## config.mk

```make
export PLATFORM = sky130hd
export DESIGN_NAME = rtc_prescaler
export DESIGN_NICKNAME = d
export VERILOG_FILES = /design/src/rtl/rtc_prescaler.sv
export SDC_FILE = /design/constraint.sdc
export NUM_CORES = 1
export LEC_CHECK = 0
export CORE_AREA = 2 2 43 45
export DETAILED_ROUTE_END_ITERATION = 10
export DIE_AREA = 0 0 45 47
export DONT_BUFFER_PORTS = 1
export GPL_TIMING_DRIVEN = 0
export MAX_ROUTING_LAYER = met4
export PLACE_DENSITY = 0.67
export SYNTH_ARGS = -nofsm -noshare
export SYNTH_HDL_FRONTEND = slang
export SYNTH_SLANG_ARGS = --single-unit
```

## constraint.sdc

```tcl
create_clock -name clk -period 2.7 [get_ports clk]
set_clock_uncertainty 0.2 [all_clocks]
set_input_delay 0.81 -clock clk [delete_from_list [all_inputs] [get_ports clk]]
set_output_delay 0.81 -clock clk [all_outputs]
set_load 0.02 [all_outputs]
```

## src/rtl/rtc_prescaler.sv

```systemverilog
`timescale 1ns/1ps
module rtc_prescaler #(
  parameter int PRESC_W = 10,
  parameter int SYNC_STAGES = 2
) (
  input  logic       clk,
  input  logic       rst_n,
  input  logic       async_mode,
  input  logic       pin_sel,
  input  logic       xtal_pin,
  input  logic       alt_pin,
  input  logic [2:0] clk_sel,
  input  logic       clear_req,
  output logic       count_en,
  output logic       clear_busy
);
  localparam int SH_W = SYNC_STAGES + 1;
  localparam logic [PRESC_W-1:0] M8    = PRESC_W'(7);
  localparam logic [PRESC_W-1:0] M32   = PRESC_W'(31);
  localparam logic [PRESC_W-1:0] M64   = PRESC_W'(63);
  localparam logic [PRESC_W-1:0] M128  = PRESC_W'(127);
  localparam logic [PRESC_W-1:0] M256  = PRESC_W'(255);
  localparam logic [PRESC_W-1:0] M1024 = PRESC_W'(1023);

  logic [SH_W-1:0]    xtal_sh, alt_sh;
  logic               xtal_rise, alt_rise, base_tick, tap_hit;
  logic [PRESC_W-1:0] presc;

  // per-pin synchronizer and rising-edge detector; selection after detection
  always_ff @(posedge clk or negedge rst_n)
    if (!rst_n) begin
      xtal_sh <= '0;
      alt_sh  <= '0;
    end else begin
      xtal_sh <= {xtal_sh[SH_W-2:0], xtal_pin};
      alt_sh  <= {alt_sh[SH_W-2:0], alt_pin};
    end

  assign xtal_rise = xtal_sh[SH_W-2] & ~xtal_sh[SH_W-1];
  assign alt_rise  = alt_sh[SH_W-2] & ~alt_sh[SH_W-1];
  assign base_tick = !async_mode ? 1'b1 : (pin_sel ? alt_rise : xtal_rise);

  always_ff @(posedge clk or negedge rst_n)
    if (!rst_n) begin
      presc      <= '0;
      clear_busy <= 1'b0;
    end else if (base_tick && clear_busy) begin
      presc      <= '0;
      clear_busy <= clear_req;
    end else begin
      if (base_tick) presc <= presc + 1'b1;
      if (clear_req) clear_busy <= 1'b1;
    end

  always_comb
    case (clk_sel)
      3'd0:    tap_hit = 1'b0;
      3'd1:    tap_hit = 1'b1;
      3'd2:    tap_hit = (presc & M8)    == M8;
      3'd3:    tap_hit = (presc & M32)   == M32;
      3'd4:    tap_hit = (presc & M64)   == M64;
      3'd5:    tap_hit = (presc & M128)  == M128;
      3'd6:    tap_hit = (presc & M256)  == M256;
      default: tap_hit = (presc & M1024) == M1024;
    endcase

  assign count_en = base_tick && tap_hit && (clk_sel == 3'd1 || !clear_busy);

  assert_enable_on_tick_R5: assert property (@(posedge clk) disable iff (!rst_n)
    count_en |-> base_tick);
  assert_stopped_silent_R4: assert property (@(posedge clk) disable iff (!rst_n)
    (clk_sel == 3'd0) |-> !count_en);
  assert_sync_tick_R2: assert property (@(posedge clk) disable iff (!rst_n)
    !async_mode |-> base_tick);
  assert_single_pulse_R6: assert property (@(posedge clk) disable iff (!rst_n)
    (count_en && clk_sel >= 3'd2 && $stable(clk_sel)) |=> !(count_en && $stable(clk_sel)));
  assert_clear_done_R7: assert property (@(posedge clk) disable iff (!rst_n)
    (clear_busy && base_tick && !clear_req) |=> (presc == '0 && !clear_busy));
  assert_hold_no_tick_R8: assert property (@(posedge clk) disable iff (!rst_n)
    (!base_tick) |=> $stable(presc));
endmodule

```

# After elaboration in Yosys (flattened, before gate mapping)
# Index checks and enable logic that the tools add are counted.
[totals] input_bits=10 ff_bits=17 out_inout_bits=2 elab_cells=36
[op_classes] n_reduce_logical=8 n_bitwise=4 mux=7 n_eq_ne=12 addsub=1
[op_table] cell="$mux W10" n=2
[op_table] cell="$eq A3 B3 Y1 const B" n=4
[op_table] cell="$add A10 B1 Y10 const B" n=1
[op_table] cell="$eq A10 B10 Y1 const B" n=1
[op_table] cell="$eq A8 B8 Y1 const B" n=1
[op_table] cell="$eq A7 B7 Y1 const B" n=1
[op_table] cell="$pmux W1 S7" n=1
[op_table] cell="$eq A3 B2 Y1 const B" n=2
[op_table] cell="$eq A6 B6 Y1 const B" n=1
[op_table] cell="$eq A5 B5 Y1 const B" n=1
[op_table] cell="$mux W1" n=4
[op_table] cell="$reduce_bool A2 Y1" n=2
[op_table] cell="$eq A3 B1 Y1 const B" n=1
[op_table] cell="$logic_and A1 B1 Y1" n=3
[op_table] cell="$logic_not A3 Y1" n=1
[op_table] cell="$and A1 B1 Y1" n=2
[op_table] cell="$not A1 Y1" n=2
[op_table] cell="$logic_not A1 Y1" n=1
[op_table] cell="$logic_or A1 B1 Y1" n=1

# Logic depth before layout (Yosys ltp)
# Gate-level depths: netlist (run 1).
[depth] ltp_word=6 mapped_depth=7 ltp_nobuf=7

# Worst setup path before layout (run 1)
# OpenSTA, ideal clock, no wires.
[synth_timing] path_kind="in2out" start="input pin_sel" end="output count_en" stages=4 t_required_ns=1.690 setup_slack_ns=-0.912 t_arrival_ns=2.602 n_path_buf=1 path_cell_list="or3b_1 and3_1 buf_6 a2111oi_0"
[synth_via] elab_chain_len=4
[synth_lines] element="from (decl)" line_no="9" source="input logic pin_sel,"
[synth_lines] element="$mux W1 (2 in a row)" line_no="41" source="assign base_tick = !async_mode ? 1'b1 : (pin_sel ? alt_rise : xtal_rise);"
[synth_lines] element="$logic_and A1 B1 Y1 (2 in a row)" line_no="67" source="assign count_en = base_tick && tap_hit && (clk_sel == 3'd1 || !clear_busy);"
[synth_lines] element="to (decl)" line_no="14" source="output logic count_en,"
# No other way between the ends.

# Final worst setup path (run 1)
[layout_timing] start="register presc[1]" end="output count_en"
[layout_via] elab_chain_len=4
[layout_lines] element="from (decl)" line_no="27" source="logic [PRESC_W-1:0] presc;"
[layout_lines] element="from (signal assigned)" line_no="51" source="if (base_tick) presc <= presc + 1'b1;"
[layout_lines] element="$eq A10 B10 Y1 (tied with other cells)" line_no="64" source="default: tap_hit = (presc & M1024) == M1024;"
[layout_lines] element="$pmux W1 S7 (*)" line_no="56" source="case (clk_sel)"
[layout_lines] element="$logic_and A1 B1 Y1 (*) (2 in a row)" line_no="67"
# Mark *: on every way between the ends. The rest lies on a longest branch, timed or not.

==> results.toml, run 1 <==
[synth]
synth.area.top_cells = "dfrtp_1 (52%), nand2_1 (6.4%), o21ai_0 (4.9%), ha_1 (4.6%), o31ai_1 (3.7%)"
ys_warn_count = 0
synth_enable_flop_cells = 0
ys_async_sr_fraction = 1.00
syn_nets = 95
synth_area_sq_um = 818
synth_largest_area_cell = "dfrtp_1"
synthTopCellsByCount = "dfrtp_1 (17), nand2_1 (14), o21ai_0 (8)"
ys_types = 29
synth.top_cell.area_share = 0.520
syn_area_per_cell_sq_um = 9.98
ys_seq_area_frac = 0.520
synth.ff_latch_count = 17
synthCells = 82
synth_top_flop_cell = "dfrtp_1"
post-synth-top-count-cell = "dfrtp_1"

[cts]
htreeDepth = 1
cts_tree = "done"
clock_latency_ps = 290
cts_root_buffer = "clkbuf_4"
clock-sinks = 17
cts_inserted_buffers = 3
max-clock-path-buffers = 2
clk_pin_slew_worst_paths_ps = 100

[timing]
fin_hold_ws_ps = 156
setup_viol = 1
tightest_slew_ps = 742
finalCritPeriodShare = 1.11
layout_setup_ws_ps = -292
fmax_mhz = 334
slew_headroom = 0.504
slew_viol_final = 0
fin_crit_ps = 2990
rsz0062_at_grt = "yes"
finalHoldViolCount = 0

[grt]
grtUsageTotal = 0.168
antenna_found_initial = 0
gr-total-overflow = 0
grt_max_degree = 18
grt_pass1_vias = 567
grt_pass1_wl_um = 2450

[detailed_routing]
post_drt_via_cell_ratio = 6.03
dr.first_iter.drc_count = 11
dr.pass1.iters = 4
wl_um = 1510
ant_nets = 0
vias = 639
post-route-drc-count = 0
wl_per_cell_um = 14.2

[job]
drv_cap = 0

[place]
place_congestion = 0.842
detailed_place_hpwl_um = 1060
dp_slack_ps = -121
portBuffers = 0

[final_layout]
drive_gt1_frac = 0.202
nFillCells = 137
syn_to_final_growth_pct = 17.6
nets = 103
antenna_cells = 0

[floorplan]
rows = 15
dieHeight_um = 47
core_area_sq_um = 1650
die_w_um = 45
pin_count = 12
start_util = 0.495
dieArea_sq_um = 2120

[setup_path]
r2r-start = "xtal_sh[2]"
cp_data_required_time_ps = 1690
reg2reg_depth = 5
critPathMaxFanout = 3
worstReg2RegEnd = "presc[7]"
ff2ff_setup_slack_ps = 760
crit_arrival_ps = 1980
start_kind = "flop"
crit_type = "reg -> out"
cp-end-kind = "output pin"

[min_path]
min_to = "xtal_sh[1]"
min-delay-start = "xtal_sh[0]"
worstHoldPathType = "reg -> reg"
hold_depth = 0

[outcome]
status = "finished with violations"
violations = "negative setup slack"

[power]
finalPower_uw = 461
p_per_area_nw_per_um2 = 480
ir_drop_uv = 339
p_leak_nw = 0.391
[metrics by stage]
step           cell area, sq um  TNS [ps]  utilization  cells
6_report                    962      -292        0.583    106
5_1_grt                     962      -393        0.583    106
4_1_cts                     907      -246        0.549    105
3_5_place_dp                858      -121        0.520     99
3_3_place_gp                858      -118        0.520     99
2_1_floorplan               837     -82.6            -     82
[kinds of logic (layout without fill, tap and decap cells)]
kind of cell             Yosys count  count (layout)  share of synthesized area
AO/OA/AOI/OAI                     26              26                      0.203
adder cells (fa/ha/maj)            3               3                     0.0459
buffers and inverters              6              13                     0.0367
flip-flops                        17              17                      0.520
AND/OR/NAND/NOR                   30              30                      0.194
[layout make-up]
type / instances / area (sq um) / area share
clock buffers: 3 / 22.5 / 0.0234
flip-flops and latches: 17 / 427 / 0.443
multi-input cells: 59 / 430 / 0.447
repair buffers: 3 / 25.0 / 0.0260
well taps: 17 / 21.3 / 0.0221
inverters: 3 / 11.3 / 0.0117
plain buffers: 3 / 20.0 / 0.0208
clock inverters: 1 / 5.00 / 0.00520
[flip-flops by register name (all words and copies together), names as in the netlist]
signal	count
presc	10
alt_sh	3
xtal_sh	3
clear_busy	1
[metal layers]
metal,vias to the layer above,share of wire,track usage
li1,322,-,-
met1,303,0.47,0.215
met2,12,0.47,0.254
met3,2,0.043,0.0308
met4,0,0.0086,0.0882
met5,-,0,-
[critical path: stages (launching register included)]
cell and delay [ps]:
dfrtp_1 420, ha_4 160, and3_4 190, ha_4 120, inv_2 30, a311oi_2 180, a21oi_1 100, a2111oi_4 490
[how the worst max path moves through the flow]
stage / to / startpoint / cells after the start
5_1_grt: count_en / presc[1] / 7
3_5_place_dp: count_en / pin_sel / 4
4_1_cts: count_en / pin_sel / 4
3_3_place_gp: count_en / pin_sel / 4
2_1_floorplan: count_en / pin_sel / 4
6_report: count_en / presc[1] / 7
[report_power, final]
group          switching [mW]  internal [mW]  leakage (nW)  total [mW]
combinational          0.0292         0.0227         0.156      0.0519
sequential            0.00971          0.265         0.217       0.275
clock                  0.0796         0.0551        0.0177       0.135
total                   0.119          0.343         0.391       0.461
[placed cells by master, fill, tap and decap left out, drive strengths merged, types with 2 or more instances in the layout]
| cell | count |
|---|---|
| clkbuf | 5 |
| inv | 3 |
| ha | 3 |
| a21oi | 5 |
| nand2 | 14 |
| and3 | 4 |
| nand3 | 2 |
| buf | 3 |
| or4 | 2 |
| o31ai | 4 |
| o21ai | 8 |
| dfrtp | 17 |
| a21boi | 2 |
[timing repair]
item / 4_1_cts / 5_1_grt
hold buffers: 1 / 0
pin swaps: 1 / 3
buffers inserted: 1 / 1
resized for setup: 2 / 9
setup endpoints to repair: 1 / 1
hold endpoints to repair: 17 / 0
Power figures use the tool's default switching activity.
==> run 2, diff against run 1 <==
--- a/config.mk
+++ b/config.mk
@@ -5,9 +5,11 @@
 export SDC_FILE = /design/constraint.sdc
 export NUM_CORES = 1
 export LEC_CHECK = 0
-export CORE_AREA = 2 2 43 45
+export ABC_AREA = 1
+export CAP_MARGIN = 20
+export CORE_AREA = 2 2 44 46
 export DETAILED_ROUTE_END_ITERATION = 10
-export DIE_AREA = 0 0 45 47
+export DIE_AREA = 0 0 46 48
 export DONT_BUFFER_PORTS = 1
 export GPL_TIMING_DRIVEN = 0
 export MAX_ROUTING_LAYER = met4
==> results.toml, run 2 <==
[cts]
clock_latency_ps = 280
cts_inserted_buffers = 3
max-clock-path-buffers = 2
htreeDepth = 1
clock-sinks = 17
clk_pin_slew_worst_paths_ps = 90
cts_root_buffer = "clkbuf_4"
cts_tree = "done"

[detailed_routing]
dr.first_iter.drc_count = 15
post_drt_via_cell_ratio = 5.11
wl_um = 1580
ant_nets = 0
post-route-drc-count = 0
wl_per_cell_um = 12.1
vias = 670
dr.pass1.iters = 4

[synth]
ys_seq_area_frac = 0.496
ys_warn_count = 0
synth_mux_area_frac = 0
synth_top_family_by_area = "simple AND/OR/NAND/NOR gates"
synth_enable_flop_cells = 0
syn_nets = 117
yosys.area_share.simple = 0.307
synthCells = 104
post-synth-top-count-cell = "nand2_1"
synth_largest_area_cell = "dfrtp_1"
yosys.area_share.xor_xnor = 0.0204
ys_async_sr_fraction = 1.00
ys_types = 18
synth.ff_latch_count = 17
synth_area_sq_um = 857
synthTopCellsByCount = "nand2_1 (30), dfrtp_1 (17), inv_1 (13)"
synth.area.top_cells = "dfrtp_1 (50%), nand2_1 (13%), nand3_1 (7.0%), inv_1 (5.7%), ha_1 (4.4%)"
synth_adder_area_share = 0.0438
synth_top_flop_cell = "dfrtp_1"
synth.top_cell.area_share = 0.496
synth_compound_area_frac = 0.0584
syn_area_per_cell_sq_um = 8.24

[min_path]
min_to = "xtal_sh[1]"
hold_depth = 0
min-delay-start = "xtal_sh[0]"
worstHoldPathType = "reg -> reg"

[timing]
fin_crit_ps = 2630
slew_viol_final = 0
finalCritPeriodShare = 0.973
rsz0062_at_grt = "yes"
fmax_mhz = 381
layout_setup_ws_ps = 73.4
setup_viol = 0
tightest_slew_ps = 762
finalHoldViolCount = 0
slew_headroom = 0.491

[outcome]
status = "complete, no violations"

[setup_path]
ff2ff_setup_slack_ps = 1190
cp_top_family = "flip-flops"
critPathMaxFanout = 2
path_cells = "ha_4, nand2_4, nor2_4, ha_4, o21ai_2, nand3_1, o211ai_1, a21oi_4"
cp-end-kind = "output pin"
r2r-start = "presc[1]"
cp_common_cell = "ha_4"
crit_buf_inv = 0
cp_data_required_time_ps = 1690
worstReg2RegEnd = "presc[8]"
max_stage_delay_ps = 410
crit_arrival_ps = 1620
crit_type = "reg -> out"
reg2reg_depth = 9
start_kind = "flop"
crit_slowest_cell = "dfrtp_1"
critPathLaunch = "presc[1]"

[final_layout]
final_area_sq_um = 1010
drive_gt1_frac = 0.167
largest_reg_flops = 10
regMostFlops = "presc"
final_common_cell = "nand2_1"
largestRegisters = "presc (10), alt_sh (3), xtal_sh (3)"
antenna_cells = 0
nets = 128
final_cell_mix = "nand2_1 (30), dfrtp_1 (17), inv_1 (13)"
syn_to_final_growth_pct = 17.4

[floorplan]
pin_count = 12
dieArea_sq_um = 2210
start_util = 0.507
die_w_um = 46
rows = 15
dieHeight_um = 48
core_area_sq_um = 1690

[grt]
grt_max_degree = 18
gr-total-overflow = 0
grt_pass1_vias = 587
antenna_found_initial = 0
grtUsageTotal = 0.183
grt_pass1_wl_um = 2640

[power]
p_leak_nw = 0.511
p_per_area_nw_per_um2 = 460
ir_drop_uv = 349

[place]
dp_slack_ps = -14.6
place_congestion = 0.762
placed_area_sq_um = 878
detailed_place_hpwl_um = 1160
portBuffers = 0

[job]
drv_cap = 0
[run 2: worst max-delay path by stage]
stage                     to  slack [ps]  depth (start not counted)
finish              count_en          70                          8
global route        count_en         -20                          8
CTS                 count_en          10                          8
detailed placement  count_en         -10                          6
global placement    count_en           2                          6
floorplan           count_en          90                          6
[run 2: per-stage QoR]
stage | utilization | instances | hold WS (ps) | TNS, ps | power [mW]
final | 0.596 | 131 | 153 | 0 | 0.463
after global routing | 0.596 | 131 | 173 | -21.6 | 0.489
after CTS | 0.564 | 129 | 158 | 0 | 0.463
after detailed placement | 0.520 | 121 | 136 | -14.6 | 0.315
after global placement | 0.520 | 121 | 132 | 0 | 0.312
after floorplan | - | 104 | 131 | 0 | 0.305
[run 2: per-layer routing]
metal	wire length, um	up-vias	share of wire	track usage
li1	-	350	-	-
met1	713	309	0.45	0.220
met2	793	9	0.50	0.281
met3	53	2	0.034	0.0679
met4	18	0	0.011	0.0686
met5	0	-	0	-
[run 2: report_power, final]
part | total, mW | switching (mW) | internal (mW)
combinational | 0.0587 | 0.0332 | 0.0256
sequential | 0.274 | 0.00915 | 0.265
clock | 0.130 | 0.0728 | 0.0574
[run 2: what timing repair did]
| item | CTS | global route |
|---|---|---|
| resized for setup | 3 | 8 |
| pin swaps | 1 | 5 |
| hold endpoints to repair | 17 | 0 |
| setup buffers | 3 | 2 |
| hold buffers | 1 | 0 |
| endpoints found under the setup margin | 1 | 1 |
[run 2: cell families after synthesis]
kind of cell,count (synthesis)
AOI/OAI and AO/OA,9
buffers and inverters,15
and+or+nand+nor,58
DFF,17
xor gates and xnor gates,2
adders and majority gates,3
[run 2: area by class of cell]
class / count / area, sq um
fillers: 138 / 683
flip-flops and latches: 17 / 425
multi-input cells: 72 / 418
inverters: 14 / 52.6
repair buffers: 6 / 51.3
clock buffers: 4 / 26.3
well taps: 17 / 21.3
plain buffers: 1 / 11.3
